$ cat src/rtl/dseq_pkg.sv
package dseq_pkg;

  localparam int STATE_W = 3;
  localparam int SEL_W   = 2;

  typedef enum logic [STATE_W-1:0] {
    ST_IDLE  = 3'd0,
    ST_HOLD  = 3'd1,
    ST_UADDR = 3'd2,
    ST_ADDR  = 3'd3,
    ST_REXT  = 3'd4,
    ST_XFER  = 3'd5,
    ST_WAIT  = 3'd6
  } seq_state_e;

  localparam logic [SEL_W-1:0] MODE_DEMAND = 2'b00;
  localparam logic [SEL_W-1:0] MODE_SINGLE = 2'b01;

  localparam logic [SEL_W-1:0] KIND_VERIFY = 2'b00;
  localparam logic [SEL_W-1:0] KIND_DEV2MEM = 2'b01;
  localparam logic [SEL_W-1:0] KIND_MEM2DEV = 2'b10;
  localparam logic [SEL_W-1:0] KIND_VERIFY2 = 2'b11;

  function automatic logic is_verify(input logic [SEL_W-1:0] kind);
    return (kind == KIND_VERIFY) || (kind == KIND_VERIFY2);
  endfunction

endpackage

$ cat src/rtl/dseq_stop_latch.sv
module dseq_stop_latch (
  input  logic clk,
  input  logic rst,
  input  logic in_idle,
  input  logic ext_stop,
  output logic pend
);
  // Holds an external stop request until the service returns to idle.
  always_ff @(posedge clk) begin
    if (rst || in_idle) pend <= 1'b0;
    else if (ext_stop)  pend <= 1'b1;
  end
endmodule

$ cat src/rtl/dseq_fsm.sv
module dseq_fsm
  import dseq_pkg::*;
(
  input  logic             clk,
  input  logic             rst,
  input  logic             grant_valid,
  input  logic             chan_req_lvl,
  input  logic             hold_ack,
  input  logic             rdy,
  input  logic [SEL_W-1:0] xfer_mode,
  input  logic [SEL_W-1:0] xfer_kind,
  input  logic             fast_timing,
  input  logic             last_count,
  input  logic             hi_addr_chg,
  input  logic             stop_pend,
  output seq_state_e       st,
  output logic             tc_seen
);
  seq_state_e st_nx;
  logic       stop_seen;
  logic       go_on;
  logic       finish;

  // Ready is disregarded for verify transfers.
  assign go_on  = rdy || is_verify(xfer_kind);

  assign finish = tc_seen || stop_seen ||
                  (xfer_mode == MODE_SINGLE) ||
                  ((xfer_mode == MODE_DEMAND) && !chan_req_lvl);

  always_comb begin
    st_nx = st;
    unique case (st)
      ST_IDLE:  st_nx = grant_valid ? ST_HOLD : ST_IDLE;
      ST_HOLD:  st_nx = hold_ack ? ST_UADDR : ST_HOLD;
      ST_UADDR: st_nx = ST_ADDR;
      ST_ADDR:  begin
        if (!fast_timing) st_nx = ST_REXT;
        else              st_nx = go_on ? ST_XFER : ST_WAIT;
      end
      ST_REXT:  st_nx = go_on ? ST_XFER : ST_WAIT;
      ST_WAIT:  st_nx = go_on ? ST_XFER : ST_WAIT;
      ST_XFER:  begin
        if (finish)           st_nx = ST_IDLE;
        else if (hi_addr_chg) st_nx = ST_UADDR;
        else                  st_nx = ST_ADDR;
      end
      default:  st_nx = ST_IDLE;
    endcase
  end

  always_ff @(posedge clk) begin
    if (rst) st <= ST_IDLE;
    else     st <= st_nx;
  end

  // End conditions are sampled once per transfer, in the address state.
  always_ff @(posedge clk) begin
    if (rst || st == ST_IDLE) begin
      tc_seen   <= 1'b0;
      stop_seen <= 1'b0;
    end else if (st == ST_ADDR) begin
      tc_seen   <= last_count;
      stop_seen <= stop_pend;
    end
  end
endmodule

$ cat src/rtl/dseq_decode.sv
module dseq_decode
  import dseq_pkg::*;
(
  input  seq_state_e       st,
  input  logic [SEL_W-1:0] xfer_kind,
  input  logic             fast_timing,
  input  logic             last_count,
  input  logic             tc_seen,
  output logic             hold_req,
  output logic             addr_en,
  output logic             hi_addr_stb,
  output logic             mem_rd,
  output logic             mem_wr,
  output logic             io_rd,
  output logic             io_wr,
  output logic             adv,
  output logic             done_pulse
);
  logic rd_on;
  logic wr_on;

  always_comb begin
    hold_req    = (st != ST_IDLE);
    addr_en     = (st != ST_IDLE) && (st != ST_HOLD);
    hi_addr_stb = (st == ST_UADDR);
    rd_on       = !is_verify(xfer_kind) &&
                  ((st == ST_REXT) || (st == ST_WAIT) || (st == ST_XFER));
    wr_on       = !is_verify(xfer_kind) &&
                  ((st == ST_WAIT) || (st == ST_XFER));
    io_rd       = rd_on && (xfer_kind == KIND_DEV2MEM);
    mem_wr      = wr_on && (xfer_kind == KIND_DEV2MEM);
    mem_rd      = rd_on && (xfer_kind == KIND_MEM2DEV);
    io_wr       = wr_on && (xfer_kind == KIND_MEM2DEV);
    adv         = (st == ST_XFER);
    done_pulse  = (fast_timing  && (st == ST_ADDR) && last_count) ||
                  (!fast_timing && (st == ST_XFER) && tc_seen);
  end
endmodule

$ cat src/rtl/dseq_top.sv
module dseq_top
  import dseq_pkg::*;
(
  input  logic               clk,
  input  logic               rst,
  input  logic               grant_valid,
  input  logic               chan_req_lvl,
  input  logic               hold_ack,
  input  logic               rdy,
  input  logic [SEL_W-1:0]   xfer_mode,
  input  logic [SEL_W-1:0]   xfer_kind,
  input  logic               fast_timing,
  input  logic               ext_stop,
  input  logic               last_count,
  input  logic               hi_addr_chg,
  output logic [STATE_W-1:0] seq_state,
  output logic               hold_req,
  output logic               addr_en,
  output logic               hi_addr_stb,
  output logic               mem_rd,
  output logic               mem_wr,
  output logic               io_rd,
  output logic               io_wr,
  output logic               adv,
  output logic               done_pulse
);
  seq_state_e st;
  logic       stop_pend;
  logic       tc_seen;

  dseq_stop_latch u_stop (
    .clk      (clk),
    .rst      (rst),
    .in_idle  (st == ST_IDLE),
    .ext_stop (ext_stop),
    .pend     (stop_pend)
  );

  dseq_fsm u_fsm (
    .clk          (clk),
    .rst          (rst),
    .grant_valid  (grant_valid),
    .chan_req_lvl (chan_req_lvl),
    .hold_ack     (hold_ack),
    .rdy          (rdy),
    .xfer_mode    (xfer_mode),
    .xfer_kind    (xfer_kind),
    .fast_timing  (fast_timing),
    .last_count   (last_count),
    .hi_addr_chg  (hi_addr_chg),
    .stop_pend    (stop_pend),
    .st           (st),
    .tc_seen      (tc_seen)
  );

  dseq_decode u_dec (
    .st          (st),
    .xfer_kind   (xfer_kind),
    .fast_timing (fast_timing),
    .last_count  (last_count),
    .tc_seen     (tc_seen),
    .hold_req    (hold_req),
    .addr_en     (addr_en),
    .hi_addr_stb (hi_addr_stb),
    .mem_rd      (mem_rd),
    .mem_wr      (mem_wr),
    .io_rd       (io_rd),
    .io_wr       (io_wr),
    .adv         (adv),
    .done_pulse  (done_pulse)
  );

  assign seq_state = st;
endmodule

$ cat config.mk
export PLATFORM = sky130hd
export DESIGN_NAME = dseq_top
export DESIGN_NICKNAME = d
export VERILOG_FILES = /design/src/rtl/dseq_pkg.sv /design/src/rtl/dseq_stop_latch.sv /design/src/rtl/dseq_fsm.sv /design/src/rtl/dseq_decode.sv /design/src/rtl/dseq_top.sv
export SDC_FILE = /design/constraint.sdc
export NUM_CORES = 1
export LEC_CHECK = 0
export BUFFER_PORTS_ARGS = -buffer_cell sky130_fd_sc_hd__buf_2
export CAP_MARGIN = 30
export CORE_AREA = 2 2 39 41
export DETAILED_ROUTE_END_ITERATION = 16
export DIE_AREA = 0 0 41 43
export PLACE_DENSITY = 0.66
export SLEW_MARGIN = 20
export SYNTH_ARGS = -nofsm -noshare
export SYNTH_HDL_FRONTEND = slang
export SYNTH_SLANG_ARGS = --single-unit
export TNS_END_PERCENT = 20
$ cat constraint.sdc
create_clock -name clk -period 1.1 [get_ports clk]
set_input_delay 0.11 -clock clk [delete_from_list [all_inputs] [get_ports clk]]
set_output_delay 0.11 -clock clk [all_outputs]
set_load 0.01 [all_outputs]
==> impl_metrics.csv, run 1 <==
group,metric,value,unit
synthesis,yosys.cell_types.count,22,
grt,use_met3,1.57,%
synthesis,synthTopCellsByCount,"nor2_1, dfxtp_1, a21oi_1, and3b_1, nor2b_1",
cells_and_area,n_antenna_cell,0,
grt,grt-busiest-layer,"met2",
cts,clock_latency,260,ps
pwr,power_frac_clock,27.9,%
placement,dp_hpwl,886,um
grt,grt_antenna_before_repair,0,
synthesis,syn_area,475,um2
synthesis,ys_seq_area_share,25.3,%
pwr,vdd_ir_drop_max,0.000503,V
synthesis,synth_top_area_share,25.3,%
grt,grt_pass1_vias,493,
cts,clk_path_buf_depth,2,
cts,clock-root-buffer,"clkbuf_4",
min_path,hold_class,"in2reg",
min_path,holdPathStages,2,
cts,cts_tree,"yes",
synthesis,synth_edf_count,0,
route,drcViolationCount,0,
route,wirelength,1330,um
floorplan,die_w,41,um
floorplan,die_height,43,um
synthesis,avgSynthCellArea,7.67,um2
pwr,internal_power,0.534,mW
timing,drv_slew,0,
worst_setup_path,crit_start,"u_fsm.st[2]",
worst_setup_path,startpoint_type,"register",
pwr,switchingPower,0.249,mW
worst_setup_path,reg2reg_slack,-60,ps
timing,period_share,121,%
placement,gp_congestion,0.719,
floorplan,initial_utilization,34.4,%
grt,grtUsageMet2,24.1,%
worst_setup_path,arrival,1220,ps
status,outcome,"finished with violations",
pwr,power_density,999,nW/um2
route,drt-initial-drc-count,5,
route,ant_nets,0,
route,dr.pass1.iters,4,
worst_setup_path,path_cells,"buf_6, or2_4, nor2_4, inv_1, buf_2",
worst_setup_path,path_buf_inv,3,
cts,cts_max_level,1,
cells_and_area,layout-drive-gt1-share,53.1,%
pwr,p_leak,0.404,nW
grt,overflow,0,
worst_setup_path,cpMaxStageDelayCell,"dfxtp_4",
grt,grt_pass1_wl,1970,um
cts,clk_pin_slew,50,ps
synthesis,yosys_warnings,0,
floorplan,die_area,1760,um2
timing,setup_viol,13,
min_path,min_from,"rst",
pwr,power_frac_seq,32.5,%
synthesis,syn-num-nets,78,
synthesis,synthArstFlopShare,0,%
grt,grt_util_met1,20.4,%
worst_setup_path,crit_type,"reg2out",
worst_setup_path,required,990,ps
route,wl_per_cell,11.6,um
worst_setup_path,r2r-start,"u_fsm.st[1]",
worst_setup_path,cp_max_fo,8,
status,violations,"negative setup slack",
min_path,hold-path-endpoint,"u_fsm.st[2]",
synthesis,synth_cells,62,
timing,hold_viol,0,
floorplan,rows,14,
worst_setup_path,crit_path_end_kind,"output pin",
flow_run,drv_cap,0,
grt,grt_usage,17.1,%
cts,clkSinkCount,6,
placement,dp_cells,106,
timing,rsz0062_at_grt,"yes",
timing,finalSetupTns,-1650,ps
cts,cts-buffers-inserted,3,
floorplan,coreArea,1380,um2
synthesis,synth_top_area_cell,"dfxtp_1",
synthesis,synth_ff_type,"dfxtp_1",
timing,skew,10.7,ps
route,viasPerCell,4.96,
synthesis,yosys_register_bits,6,
timing,max_freq,0.751,GHz
timing,setup_slack,-231,ps
placement,io_buffers,25,
worst_setup_path,worst_r2r_path_depth,5,
timing,slew-limit-headroom,82.5,%
cells_and_area,nets,116,
timing,tightest_slew,261,ps
cts,hold_buffers,0,
worst_setup_path,cp_top_family,"flip-flops",
pwr,switching_share,31.8,%
worst_setup_path,crit_path_max_incr_delay,370,ps
placement,dp_slack,-101,ps
grt,grt_max_degree,10,
worst_setup_path,r2r_end,"u_fsm.st[1]",
cells_and_area,final_cells,114,
cells_and_area,syn2layout_area_growth,64.7,%
timing,min_period,1330,ps
pwr,combPwrFrac,39.6,%
timing,fin_hold_ws,119,ps
synthesis,synth_area_leaders,"dfxtp_1, and3b_1, nor2b_1",
route,vias,566,
synthesis,synthMostInstantiatedCell,"nor2_1",
floorplan,io_pins,26,
## registers in the layout, indices dropped and copies added (netlist names)
register and count:
u_fsm.st 3, u_fsm.stop_seen 1, u_fsm.tc_seen 1, u_stop.pend 1
## logic make-up after synthesis
kind of cell    after synthesis  share of synthesized area, %
simple gates                 29                          37.4
xor+xnor                      1                          1.84
flops                         6                          25.3
compound gates               17                          21.6
fa+ha+maj                     2                          5.26
buf+inv                       7                          8.68
## routing by layer
metal / wire length, um / up-vias / share of wire, %
met2: 635 / 18 / 48
li1: - / 292 / -
met5: 0 / - / 0
met3: 56 / 4 / 4.2
met4: 54 / 0 / 4.1
met1: 580 / 252 / 44
## power by group through the flow
stage | logic (mW) | clock network (mW) | registers [mW]
2_1_floorplan | 0.125 | 0 | 0.257
3_3_place_gp | 0.208 | 0 | 0.260
3_5_place_dp | 0.211 | 0 | 0.261
4_1_cts | 0.264 | 0.229 | 0.252
5_1_grt | 0.341 | 0.236 | 0.256
6_report | 0.310 | 0.218 | 0.254
## how the worst max path moves through the flow
stage | to | slack, ps | cells after the start
after floorplan | io_rd | 20 | 4
after global placement | u_fsm.st[1] | -70 | 3
after detailed placement | u_fsm.st[0] | -100 | 3
after CTS | hold_req | -280 | 5
after global routing | hold_req | -270 | 5
final | hold_req | -230 | 5
## cells in the final DEF (no fill, tap or decap)
cell | synthesis | routed
buf_2 | 0 | 22
buf_4 | 2 | 8
nor2_1 | 8 | 7
buf_6 | 1 | 6
inv_1 | 4 | 4
and2b_1 | 4 | 4
a21oi_1 | 5 | 4
nor2b_1 | 5 | 3
and3b_1 | 5 | 3
o21ai_1 | 4 | 3
clkbuf_4 | 0 | 3
dfxtp_1 | 6 | 3
nand2_1 | 2 | 2
and3b_2 | 0 | 2
nor3_1 | 2 | 2
o211ai_1 | 2 | 2
o21ai_0 | 2 | 2
ha_1 | 2 | 2
dfxtp_4 | 0 | 2
nor2b_4 | 0 | 1
or2_4 | 0 | 1
nor2_4 | 0 | 1
nor2b_2 | 0 | 1
xnor2_2 | 0 | 1
and4bb_1 | 1 | 1
a21oi_2 | 0 | 1
a31oi_1 | 1 | 1
or3_1 | 1 | 1
o2111ai_1 | 1 | 1
o311ai_2 | 0 | 1
o311ai_1 | 2 | 1
o21ai_2 | 0 | 1
dfxtp_2 | 0 | 1
## metrics by stage
step	total power, mW	util, %	instance area [um2]
after floorplan	0.382	-	475
after global routing	0.833	56.6	783
after CTS	0.745	52.3	723
after detailed placement	0.472	46.2	639
final	0.783	56.6	783
after global placement	0.467	46.2	639
## repair_timing
item                       in CTS  in global routing
setup endpoints to repair      13                 15
pin swaps                       5                  3
cloned                          0                  0
gates resized for setup        10                 14
buffers inserted                5                  0
## layout make-up
type                       count  area [um2]
fill                         134         601
sequential                     6         129
tap                           16        20.0
timing repair buffer          36         238
multi-input combinational     49         359
inverter                       4        15.0
clock buffer                   3        22.5
Note: power is estimated with default switching activity, not from simulation.
==> inputs of run 2 (changes only) <==
Settings changed: CORE_AREA 2 2 39 41 to default, CORE_MARGIN from default to 1, CORE_UTILIZATION from default to 30, DIE_AREA 0 0 41 43 to default, PLACE_DENSITY 0.66 to 0.57.
Clock period 1.1 ns to 1.21 ns, I/O delays scaled along.
==> impl_metrics.csv, run 2 (synthesized netlist as in run 1, its figures left out) <==
group,metric,value,unit
worst_setup_path,path_cells,"buf_6, or2_1, nor2_2, inv_1, buf_2",
placement,dp_slack,17.3,ps
cells_and_area,mostFrequentLayoutCell,"buf_2",
timing,max_freq,0.748,GHz
pwr,total_power,0.690,mW
timing,slew-limit-headroom,81.3,%
route,viasPerCell,5.03,
worst_setup_path,crit_path_max_incr_delay,350,ps
cts,clk_path_buf_depth,2,
floorplan,io_pins,26,
timing,period_share,110,%
placement,place_area,632,um2
cts,cts_max_level,1,
timing,tightest_slew,275,ps
pwr,power_frac_seq,34.3,%
cts,cts-buffers-inserted,3,
timing,setup_slack,-127,ps
route,drt-initial-drc-count,10,
worst_setup_path,r2r-start,"u_fsm.st[2]",
cells_and_area,fillers,145,
worst_setup_path,crit_start,"u_fsm.st[2]",
timing,hold_viol,0,
route,vias,573,
grt,overflow,0,
cts,clock-root-buffer,"clkbuf_4",
worst_setup_path,crit_type,"reg2out",
pwr,switchingPower,0.214,mW
cells_and_area,layout-drive-gt1-share,49.0,%
cts,cts_tree,"yes",
worst_setup_path,cp_max_fo,5,
placement,dp_hpwl,868,um
timing,skew,2.54,ps
route,wirelength,1280,um
grt,grt_pass1_vias,556,
worst_setup_path,cpMaxStageDelayCell,"dfxtp_4",
cells_and_area,n_antenna_cell,0,
timing,drv_slew,0,
route,ant_nets,0,
route,drcViolationCount,0,
placement,gp_congestion,0.732,
floorplan,die_height,41.8,um
worst_setup_path,startpoint_type,"register",
grt,grt_max_degree,16,
worst_setup_path,arrival,1220,ps
status,outcome,"finished with violations",
cells_and_area,largest_register_ffs,3,
worst_setup_path,required,1090,ps
cells_and_area,nets,116,
floorplan,coreArea,1490,um2
min_path,hold_class,"in2reg",
pwr,p_leak,0.405,nW
cells_and_area,top_register,"u_fsm.st",
pwr,power_frac_clock,27.1,%
cts,clkSinkCount,6,
route,dr.pass1.iters,4,
worst_setup_path,path_buf_inv,3,
status,violations,"negative setup slack",
cts,clock_latency,240,ps
floorplan,die_area,1750,um2
floorplan,initial_utilization,31.9,%
floorplan,rows,14,
timing,min_period,1340,ps
pwr,combPwrFrac,38.6,%
cts,clk_pin_slew,50,ps
cells_and_area,layout_common_cells,"buf_2, nor2_1, buf_6",
worst_setup_path,reg2reg_slack,-10,ps
timing,setup_viol,9,
pwr,switching_share,31.0,%
timing,rsz0062_at_grt,"yes",
worst_setup_path,crit_path_end_kind,"output pin",
cells_and_area,syn2layout_area_growth,60.3,%
flow_run,drv_cap,0,
cells_and_area,regArea,129,um2
grt,grt_usage,17.0,%
pwr,vdd_ir_drop_max,0.000611,V
placement,io_buffers,25,
grt,grt_antenna_before_repair,0,
cells_and_area,multi_input_area,345,um2
min_path,min_from,"rst",
grt,grt_pass1_wl,2300,um
route,wl_per_cell,11.3,um
cells_and_area,final_area,762,um2
pwr,power_density,906,nW/um2
floorplan,die_w,41.8,um
pwr,internal_power,0.476,mW
timing,finalSetupTns,-514,ps
worst_setup_path,cp_top_family,"flip-flops",
run 2: area by class of cell:
cell class | count | share of cell area (%)
clock buffer | 3 | 2.96
sequential | 6 | 16.9
multi-input combinational | 49 | 45.3
timing repair buffer | 36 | 30.2
tap | 16 | 2.63
inverter | 4 | 1.97
run 2: worst paths after layout:
path / endpoint / depth (start not counted)
setup / recovery: hold_req / 5
hold / removal: u_fsm.st[2] / 2
setup reg to reg: u_stop.pend / 7
hold reg to reg: u_fsm.stop_seen / 2
run 2: worst reg2reg max path: stages, from the launching register on:
cell	delay [ps]
dfxtp_4	350
buf_6	120
or2_1	240
nor2_2	110
buf_4	120
buf_6	80
buf_6	80
nor3_2	30
run 2: repair_timing:
item / CTS / global route
hold buffers: 0 / 0
endpoints found under the setup margin: 9 / 12
gates resized for setup: 15 / 3
buffers inserted: 5 / 1
hold endpoints to repair: 0 / 0
pin swaps: 6 / 3
run 2: layer usage:
layer | wire length, um | global-route usage [%] | up-vias
met5 | 0 | 0 | -
met4 | 0 | 7.74 | 0
met3 | 55 | 3.48 | 0
met2 | 663 | 30.3 | 15
met1 | 565 | 19.0 | 262
li1 | - | - | 296
run 2: through the flow:
step,instances,utilization [%],hold WS (ps)
after global placement,105,42.4,391
final,114,51.2,153
after detailed placement,105,42.4,392
after CTS,113,49.8,148
after global routing,114,51.2,161
after floorplan,62,-,190
run 2: power groups by stage:
| stage | Combinational [mW] | Sequential [mW] | Clock (mW) |
|---|---|---|---|
| 4_1_cts | 0.251 | 0.233 | 0.188 |
| 3_5_place_dp | 0.185 | 0.236 | 0 |
| 3_3_place_gp | 0.185 | 0.238 | 0 |
| 2_1_floorplan | 0.113 | 0.234 | 0 |
| 5_1_grt | 0.292 | 0.238 | 0.212 |
| 6_report | 0.266 | 0.237 | 0.187 |
